--- config.mk ---
export PLATFORM = sky130hd
export DESIGN_NAME = accum_alu
export DESIGN_NICKNAME = d
export VERILOG_FILES = /design/src/rtl/accalu_pkg.sv /design/src/rtl/alu_arith.sv /design/src/rtl/alu_logic.sv /design/src/rtl/alu_rotate.sv /design/src/rtl/accum_alu.sv
export SDC_FILE = /design/constraint.sdc
export NUM_CORES = 1
export LEC_CHECK = 0
export ABC_AREA = 0
export CAP_MARGIN = 20
export CORE_MARGIN = 2
export CORE_UTILIZATION = 62
export DETAILED_ROUTE_END_ITERATION = 16
export GPL_ROUTABILITY_DRIVEN = 0
export PLACE_DENSITY = 0.95
export SLEW_MARGIN = 15
export SYNTH_ARGS = -nofsm -noshare
export SYNTH_HDL_FRONTEND = slang
export SYNTH_HIERARCHICAL = 1
export SYNTH_SLANG_ARGS = --single-unit
--- constraint.sdc ---
create_clock -name clk -period 10.5 [get_ports clk]
set_clock_uncertainty 0.05 [all_clocks]
set_input_delay 1.575 -clock clk [delete_from_list [all_inputs] [get_ports clk]]
set_output_delay 1.575 -clock clk [all_outputs]
set_load 0.005 [all_outputs]
--- src/rtl/accalu_pkg.sv ---
package accalu_pkg;

    localparam int DATA_W = 8;

    typedef enum logic [4:0] {
        OP_ADD = 5'd0,
        OP_ADC = 5'd1,
        OP_SUB = 5'd2,
        OP_SBB = 5'd3,
        OP_CMP = 5'd4,
        OP_AND = 5'd5,
        OP_OR  = 5'd6,
        OP_XOR = 5'd7,
        OP_INC = 5'd8,
        OP_DEC = 5'd9,
        OP_CMA = 5'd10,
        OP_STC = 5'd11,
        OP_CMC = 5'd12,
        OP_RLC = 5'd13,
        OP_RRC = 5'd14,
        OP_RAL = 5'd15,
        OP_RAR = 5'd16
    } alu_op_e;

    typedef struct packed {
        logic sign;
        logic zero;
        logic aux;
        logic parity;
        logic carry;
    } flags_t;

endpackage

--- src/rtl/alu_arith.sv ---
module alu_arith #(
    parameter int W = 8
) (
    input  logic [W-1:0] a_i,
    input  logic [W-1:0] b_i,
    input  logic         cin_i,
    input  logic         sub_i,
    output logic [W-1:0] sum_o,
    output logic         cout_o,
    output logic         aux_o
);
    localparam int H = W / 2;

    logic [W:0] full;
    logic [H:0] low;

    always_comb begin
        if (sub_i) begin
            full = {1'b0, a_i} - {1'b0, b_i} - {{W{1'b0}}, cin_i};
            low  = {1'b0, a_i[H-1:0]} - {1'b0, b_i[H-1:0]} - {{H{1'b0}}, cin_i};
        end else begin
            full = {1'b0, a_i} + {1'b0, b_i} + {{W{1'b0}}, cin_i};
            low  = {1'b0, a_i[H-1:0]} + {1'b0, b_i[H-1:0]} + {{H{1'b0}}, cin_i};
        end
    end

    assign sum_o  = full[W-1:0];
    assign cout_o = full[W];
    assign aux_o  = low[H];
endmodule

--- src/rtl/alu_logic.sv ---
module alu_logic #(
    parameter int W = 8
) (
    input  logic [W-1:0] a_i,
    input  logic [W-1:0] b_i,
    input  logic [1:0]   sel_i,
    output logic [W-1:0] res_o
);
    always_comb begin
        case (sel_i)
            2'd0:    res_o = a_i & b_i;
            2'd1:    res_o = a_i | b_i;
            2'd2:    res_o = a_i ^ b_i;
            default: res_o = ~a_i;
        endcase
    end
endmodule

--- src/rtl/alu_rotate.sv ---
module alu_rotate #(
    parameter int W = 8
) (
    input  logic [W-1:0] a_i,
    input  logic         cin_i,
    input  logic         left_i,
    input  logic         thru_i,
    output logic [W-1:0] res_o,
    output logic         cout_o
);
    logic fill_l;
    logic fill_r;

    assign fill_l = thru_i ? cin_i : a_i[W-1];
    assign fill_r = thru_i ? cin_i : a_i[0];

    always_comb begin
        if (left_i) begin
            res_o  = {a_i[W-2:0], fill_l};
            cout_o = a_i[W-1];
        end else begin
            res_o  = {fill_r, a_i[W-1:1]};
            cout_o = a_i[0];
        end
    end
endmodule

--- src/rtl/accum_alu.sv ---
module accum_alu
    import accalu_pkg::*;
#(
    parameter int W = DATA_W
) (
    input  logic         clk,
    input  logic         rst_n,
    input  logic [4:0]   op_i,
    input  logic [W-1:0] acc_i,
    input  logic [W-1:0] opnd_i,
    input  logic         flag_we_i,
    output logic [W-1:0] result_o,
    output logic [4:0]   flags_o
);
    flags_t flags_d, flags_q;

    logic         cy;
    logic         is_step;
    logic [W-1:0] ar_a, ar_b, ar_sum;
    logic         ar_cin, ar_sub, ar_cout, ar_aux;
    logic [1:0]   lg_sel;
    logic [W-1:0] lg_res;
    logic [W-1:0] rt_res;
    logic         rt_cout;

    function automatic flags_t make_flags(input logic [W-1:0] r,
                                          input logic aux, input logic c);
        flags_t f;
        f.sign   = r[W-1];
        f.zero   = (r == '0);
        f.aux    = aux;
        f.parity = ~^r;
        f.carry  = c;
        return f;
    endfunction

    assign cy      = flags_q.carry;
    assign is_step = (op_i == OP_INC) || (op_i == OP_DEC);
    assign ar_a    = is_step ? opnd_i : acc_i;
    assign ar_b    = is_step ? W'(1) : opnd_i;
    assign ar_cin  = ((op_i == OP_ADC) || (op_i == OP_SBB)) ? cy : 1'b0;
    assign ar_sub  = (op_i == OP_SUB) || (op_i == OP_SBB) ||
                     (op_i == OP_CMP) || (op_i == OP_DEC);

    always_comb begin
        case (op_i)
            OP_AND:  lg_sel = 2'd0;
            OP_OR:   lg_sel = 2'd1;
            OP_XOR:  lg_sel = 2'd2;
            default: lg_sel = 2'd3;
        endcase
    end

    alu_arith #(.W(W)) u_arith (
        .a_i(ar_a), .b_i(ar_b), .cin_i(ar_cin), .sub_i(ar_sub),
        .sum_o(ar_sum), .cout_o(ar_cout), .aux_o(ar_aux)
    );

    alu_logic #(.W(W)) u_logic (
        .a_i(acc_i), .b_i(opnd_i), .sel_i(lg_sel), .res_o(lg_res)
    );

    alu_rotate #(.W(W)) u_rotate (
        .a_i(acc_i), .cin_i(cy),
        .left_i((op_i == OP_RLC) || (op_i == OP_RAL)),
        .thru_i((op_i == OP_RAL) || (op_i == OP_RAR)),
        .res_o(rt_res), .cout_o(rt_cout)
    );

    always_comb begin
        flags_d  = flags_q;
        result_o = acc_i;
        case (op_i)
            OP_ADD, OP_ADC, OP_SUB, OP_SBB: begin
                result_o = ar_sum;
                flags_d  = make_flags(ar_sum, ar_aux, ar_cout);
            end
            OP_CMP: begin
                flags_d = make_flags(ar_sum, ar_aux, ar_cout);
            end
            OP_AND, OP_OR, OP_XOR: begin
                result_o = lg_res;
                flags_d  = make_flags(lg_res, 1'b0, 1'b0);
            end
            OP_INC, OP_DEC: begin
                result_o = ar_sum;
                flags_d  = make_flags(ar_sum, ar_aux, cy);
            end
            OP_CMA: result_o = lg_res;
            OP_STC: flags_d.carry = 1'b1;
            OP_CMC: flags_d.carry = ~cy;
            OP_RLC, OP_RRC, OP_RAL, OP_RAR: begin
                result_o      = rt_res;
                flags_d.carry = rt_cout;
            end
            default: ;
        endcase
        if (!flag_we_i) flags_d = flags_q;
    end

    always_ff @(posedge clk or negedge rst_n) begin
        if (!rst_n) flags_q <= '0;
        else        flags_q <= flags_d;
    end

    assign flags_o = flags_q;
endmodule

==> results.md, run 1 <==
- Status: finished clean
- Final-report max-slew violation count: 0
- PostCTS Resize Cnt: 0
- Post-Syn Area: 0.002765 mm2
- Critical path data required time: 8.88 ns
- Number of global-route vias before repair: 2433
- Port Buf Inserts: 36
- DIE WIDTH: 70.78 um
- Sw Ratio: 0.4322
- Iteration-0 DRC count of the detailed router: 218
- Post-Route Utilization: 0.7234
- Number of fill cells: 352
- Worst setup margin: 2.481 ns
- Mapped Cells: 345
- Synth async-reset ratio: 1.000
- Initial antenna violation count: 0
- Die height: 70.78 um
- Largest net degree at the start of global routing: 21
- Max-Cap Viols: 0
- Setup TNS: 0 ns
- First-pass GRT wire length: 11070 um
- Core area: 0.004324 mm2
- RSZ-0062 raised after global routing: false
- H-tree lvl count: 1
- Via count: 2509
- Final setup vio count: 0
- Final Non-Filler Cells: 423
- Kind of critical path: input port to output pin
- Antenna diode count: 0
- Clock Sinks: 5
- GRT Total Usage: 0.2689
- FMAX: 0.1247 GHz
- DR WL/cell: 15.72 um
- Io pins: 37
- Warnings, synthesis: 6
- Postcts setup bufs: 0
- Comb power frac: 0.764
- Period utilization: 0.7637
- Final Hold Vio Count: 0
- Yosys cell types: 57
- Dominant cells by area after synthesis: ha_1 20%, inv_1 10%, mux4_2 6.5%
- Cell row count: 24
- Transition time of the tightest slew-check pin: 0.9479 ns
- Clock-pin transition on the worst setup and hold timing paths: 0.04 ns
- EDFF count, synth: 0
- Area after DPL: 0.003083 mm2
- Sw Pwr: 114.6 uW
- Share of layout cells above drive strength 1: 0.1213
- Post-route ant nets: 0
- Placed insts: 419
- DP HPWL: 5351 um
- Total Wirelength: 6651 um
- Clock power frac: 0.132
- Sequential-to-total area share from yosys stat: 0.04525
- Die Area: 0.005010 mm2
- Power density over the cells: 84.77 mW/mm2
- Net Count, Synth: 418
- Detailed-route DRC error count: 0
- Area growth from synthesis to layout: 13.12%
- Initial core utilization: 0.6395
- Fin area: 0.003128 mm2
- CTS buffer count: 3
- Top_reg_cell synth: dfrtp_1
- Sequential share of power: 0.104
- CP arrival: 6.39 ns
- CTS tree: built
- Total grt overflow: 0
- Clock buffer depth: 2
- Type of origin of the critical path: input port
- Hold WS: 0.4224 ns
- Layout Nets: 445
- Tmin final: 8.019 ns
- CP endpoint kind: output pin
- Post-placement setup slack: 2.511 ns
- Max VDD drop: 52.16 uV
- Pleak: 1.549 nW
- CP Max Fanout: 18
- Cell taking the most area after synthesis: ha_1
- Drt pass-1 iters: 4
- Root Buffer: clkbuf_8
- Synth cell count leaders: 77 x inv_1, 45 x ha_1, 25 x nand2_1, 18 x o21ai_0, 17 x xnor2_1
- Cell with the most instances after synthesis: inv_1
- Vias per std cell: 5.931
- Relative slew slack: 0.3654
- Syn_area_per_cell: 8.015 um2
- P_int: 150.6 uW
- Pwr Total: 265.2 uW
- Seq cells post-synth: 5
- Post-synth top area share: 0.2036
- Hold buffer count at cts: 0
- Clock latency on the worst-skew pair: 0.21 ns
- Hold/Removal Path Class: flop to flop
==> per-layer routing <==
metal / GRT usage / part of all wire / vias up
li1: - / - / 1226
met1: 0.3456 / 0.42 / 1200
met2: 0.4881 / 0.51 / 72
met3: 0.01567 / 0.053 / 11
met4: 0.07128 / 0.016 / 0
met5: 0 / 0 / -
==> worst paths after layout <==
| check | from | end | slack, ns | cells after the start |
|---|---|---|---|---|
| worst max-delay path | op_i[1] | result_o[6] | 2.48 | 16 |
| worst min-delay path | flags_o[1] | flags_o[1] | 0.42 | 2 |
| worst max register to register | cy | flags_o[1] | 6.97 | 14 |
| worst min register to register | flags_o[1] | flags_o[1] | 0.42 | 2 |
| max in group asynchronous | rst_n | flags_o[4] | 8.68 | 1 |
| min in group asynchronous | rst_n | flags_o[2] | 1.53 | 1 |
==> placed cells by master, fill, tap and decap left out, types with 3 or more instances in the layout <==
| cell | count |
|---|---|
| a21o_1 | 3 |
| a21oi_1 | 16 |
| a221o_1 | 8 |
| clkbuf_8 | 3 |
| clkdlybuf4s50_1 | 36 |
| dfrtp_1 | 5 |
| fa_1 | 4 |
| ha_1 | 45 |
| inv_1 | 77 |
| inv_2 | 3 |
| mux2_2 | 11 |
| mux2_4 | 6 |
| mux2i_1 | 8 |
| mux4_2 | 8 |
| nand2_1 | 25 |
| nand3_1 | 3 |
| nor2_1 | 10 |
| nor2b_1 | 10 |
| nor3_1 | 4 |
| o21ai_0 | 18 |
| o41ai_1 | 4 |
| or2_2 | 3 |
| xnor2_1 | 17 |
==> layout make-up <==
class,count,area (um2),area share
timing repair buffer,37,367.9,0.1176
tap,52,65.06,0.02080
inverter,80,300.3,0.09600
multi-input combinational,245,2225,0.7112
sequential,5,125.1,0.04000
clock buffer,4,45.04,0.01440
==> registers in the layout, summed over array words and instances (netlist names) <==
register / cells
flags_o: 4
cy: 1
==> cells by family (layout without fill, tap and decap cells) <==
kind of cell / Yosys count / in the layout / share of synthesized area
buffers and inverters: 95 / 121 / 0.1502
and+or+nand+nor: 74 / 74 / 0.1484
AOI/OAI and AO/OA: 68 / 68 / 0.1837
adders and majority gates: 49 / 49 / 0.2326
muxes: 35 / 35 / 0.1796
xor gates and xnor gates: 19 / 19 / 0.06018
DFF: 5 / 5 / 0.04525
==> critical path, cell delays in order <==
cell             delay [ns]
clkdlybuf4s50_1        0.75
nor4b_4                0.98
mux2_2                 0.43
inv_1                  0.06
ha_1                   0.27
inv_1                  0.15
ha_1                   0.29
a21oi_1                0.26
o21ai_0                0.20
a21oi_1                0.21
xor2_1                 0.17
mux2i_1                0.12
nand2_1                0.07
o21ai_0                0.12
a221o_1                0.28
clkdlybuf4s50_1        0.44
==> power groups by stage <==
stage / Combinational [mW] / Sequential, mW / Clock (mW)
2_1_floorplan: 0.144 / 0.0272 / 0
3_3_place_gp: 0.193 / 0.0274 / 0
3_5_place_dp: 0.200 / 0.0277 / 0
4_1_cts: 0.201 / 0.0275 / 0.0350
5_1_grt: 0.224 / 0.0283 / 0.0367
6_report: 0.202 / 0.0276 / 0.0351
No activity file was read; power rests on OpenSTA's default activity.
==> run 2: changes to the inputs <==
--- a/config.mk
+++ b/config.mk
@@ -8,7 +8,7 @@
 export ABC_AREA = 0
 export CAP_MARGIN = 20
 export CORE_MARGIN = 2
-export CORE_UTILIZATION = 62
+export CORE_UTILIZATION = 58
 export DETAILED_ROUTE_END_ITERATION = 16
 export GPL_ROUTABILITY_DRIVEN = 0
 export PLACE_DENSITY = 0.95
==> constraint.sdc (replaced) <==
create_clock -name clk -period 8.3 [get_ports clk]
set_clock_uncertainty 0.05 [all_clocks]
set_input_delay 1.245 -clock clk [delete_from_list [all_inputs] [get_ports clk]]
set_output_delay 1.245 -clock clk [all_outputs]
set_load 0.005 [all_outputs]
==> results.md, run 2 (synthesized netlist as in run 1, its figures left out) <==
- CTS tree: built
- Via count: 2520 (+0.44%)
- Root Buffer: clkbuf_8
- Die height: 73.05 um (+3.2%)
- Drt pass-1 iters: 5 (+1)
- Fin area: 0.003138 mm2 (+0.32%)
- Final setup vio count: 0 (unchanged)
- RSZ-0062 raised after global routing: false
- Layout Nets: 446 (+0.22%)
- H-tree lvl count: 1 (unchanged)
- Post-Route Utilization: 0.6733 (-0.05009)
- Clock Sinks: 5 (unchanged)
- Relative slew slack: 0.3983 (+0.03288)
- Iteration-0 DRC count of the detailed router: 140 (-36%)
- Kind of critical path: input port to output pin
- Worst setup margin: 1.044 ns (-1.437 ns)
- Pleak: 1.554 nW (+0.31%)
- Type of origin of the critical path: input port
- R2R depth: 14 (unchanged)
- Number of fill cells: 381 (+8.2%)
- Hold buffer count at cts: 0 (unchanged)
- Postcts setup bufs: 0 (unchanged)
- Largest net degree at the start of global routing: 21 (unchanged)
- PostCTS Resize Cnt: 0 (unchanged)
- CTS buffer count: 3 (unchanged)
- Most common cell after layout, fill and taps aside: inv_1
- Max VDD drop: 56.49 uV (+8.3%)
- Tmin final: 7.256 ns
- Initial antenna violation count: 0 (unchanged)
- Total Wirelength: 6406 um (-3.7%)
- DR WL/cell: 15.04 um (-4.4%)
- Number of global-route vias before repair: 2425 (-0.33%)
- First-pass GRT wire length: 10600 um (-4.2%)
- Final Non-Filler Cells: 426 (+0.71%)
- Post-placement setup slack: 1.096 ns (-1.414 ns)
- CP arrival: 5.96 ns (-0.43 ns)
- Io pins: 37 (unchanged)
- Clock buffer depth: 2 (unchanged)
- Clock-pin transition on the worst setup and hold timing paths: 0.03 ns (about the same)
- Post-route ant nets: 0 (unchanged)
- Port Buf Inserts: 36 (unchanged)
- CP endpoint kind: output pin
- Total grt overflow: 0 (unchanged)
- Pwr Total: 336.4 uW (+27%)
- CP Max Fanout: 18 (unchanged)
- Antenna diode count: 0 (unchanged)
- Core area: 0.004661 mm2 (+7.8%)
- Power density over the cells: 107.2 mW/mm2 (+26%)
- Area growth from synthesis to layout: 13.48%
- DP HPWL: 5312 um (-0.73%)
- Status: finished clean
- Detailed-route DRC error count: 0 (unchanged)
- Cell row count: 25 (+4.2%)
- Flip-flop count of the largest register after layout: 4 (unchanged)
- Hold depth: 2 (unchanged)
- Hold/Removal Path Class: flop to flop
- GRT Total Usage: 0.2461 (-0.02278)
- Die Area: 0.005336 mm2 (+6.5%)
- Setup TNS: 0 ns (unchanged)
- Critical path data required time: 7.01 ns (-1.87 ns)
- Transition time of the tightest slew-check pin: 0.8988 ns (-0.04912 ns)
- Period utilization: 0.8743
- Area after DPL: 0.003093 mm2 (+0.32%)
- Placed insts: 422 (+0.72%)
- Share of layout cells above drive strength 1: 0.1237 (+0.002362)
- Final Hold Vio Count: 0 (unchanged)
- Initial core utilization: 0.5933 (-0.04618)
- Clock latency on the worst-skew pair: 0.22 ns (about the same)
- DIE WIDTH: 73.05 um (+3.2%)
- Final-report max-slew violation count: 0 (unchanged)
- Hold WS: 0.4336 ns (+0.01122 ns)
- Vias per std cell: 5.915 (-0.27%)
- Most frequent cells in the layout: 77 x inv_1, 45 x ha_1, 36 x clkdlybuf4s50_1
- FMAX: 0.1378 GHz
- Max-Cap Viols: 0 (unchanged)
==> run 2: changes by cell type in the layout (fill, tap and decap cells not counted), sizes merged <==
cell	before	now
buf	1	2
==> run 2: final cells by class <==
class | count | area, um2 | area share
Inverter | 80 | 300.3 | 0.09569
Clock buffer | 4 | 45.04 | 0.01435
Tap cell | 54 | 67.56 | 0.02153
Sequential cell | 5 | 125.1 | 0.03987
Multi-Input combinational cell | 245 | 2225 | 0.7089
Timing Repair Buffer | 38 | 375.4 | 0.1196
==> run 2: report_power, final <==
group | switching [mW] | internal [mW]
registers | 0.00510 | 0.0301
clock network | 0.0120 | 0.0330
logic | 0.128 | 0.128
total | 0.145 | 0.191
==> run 2: per-layer routing <==
layer  GRT usage  vias up  wire [um]
met5           0        -          0
met4     0.09465        0        169
met3    0.006906       22        335
met2      0.4474       97       3257
met1      0.3052     1171       2643
li1            -     1230          -
==> run 2: final timing paths <==
| path | from | slack (ns) | end |
|---|---|---|---|
| max | op_i[1] | 1.04 | result_o[7] |
| max reg2reg | cy | 4.82 | flags_o[1] |
| min in group asynchronous | rst_n | 1.19 | flags_o[1] |
| max in group asynchronous | rst_n | 6.82 | flags_o[3] |
| min reg2reg | flags_o[2] | 0.43 | flags_o[2] |
| min | flags_o[2] | 0.43 | flags_o[2] |
==> run 2: worst max-delay path: stages <==
cell             delay [ns]
clkdlybuf4s50_1        0.75
nor4b_4                0.94
mux2_2                 0.43
inv_1                  0.07
ha_1                   0.28
inv_1                  0.15
ha_1                   0.29
a21oi_1                0.22
nand2_1                0.08
o221ai_1               0.18
xnor2_1                0.10
a211o_1                0.33
nand2_1                0.09
o21ai_0                0.09
a221o_1                0.26
clkdlybuf4s50_1        0.44
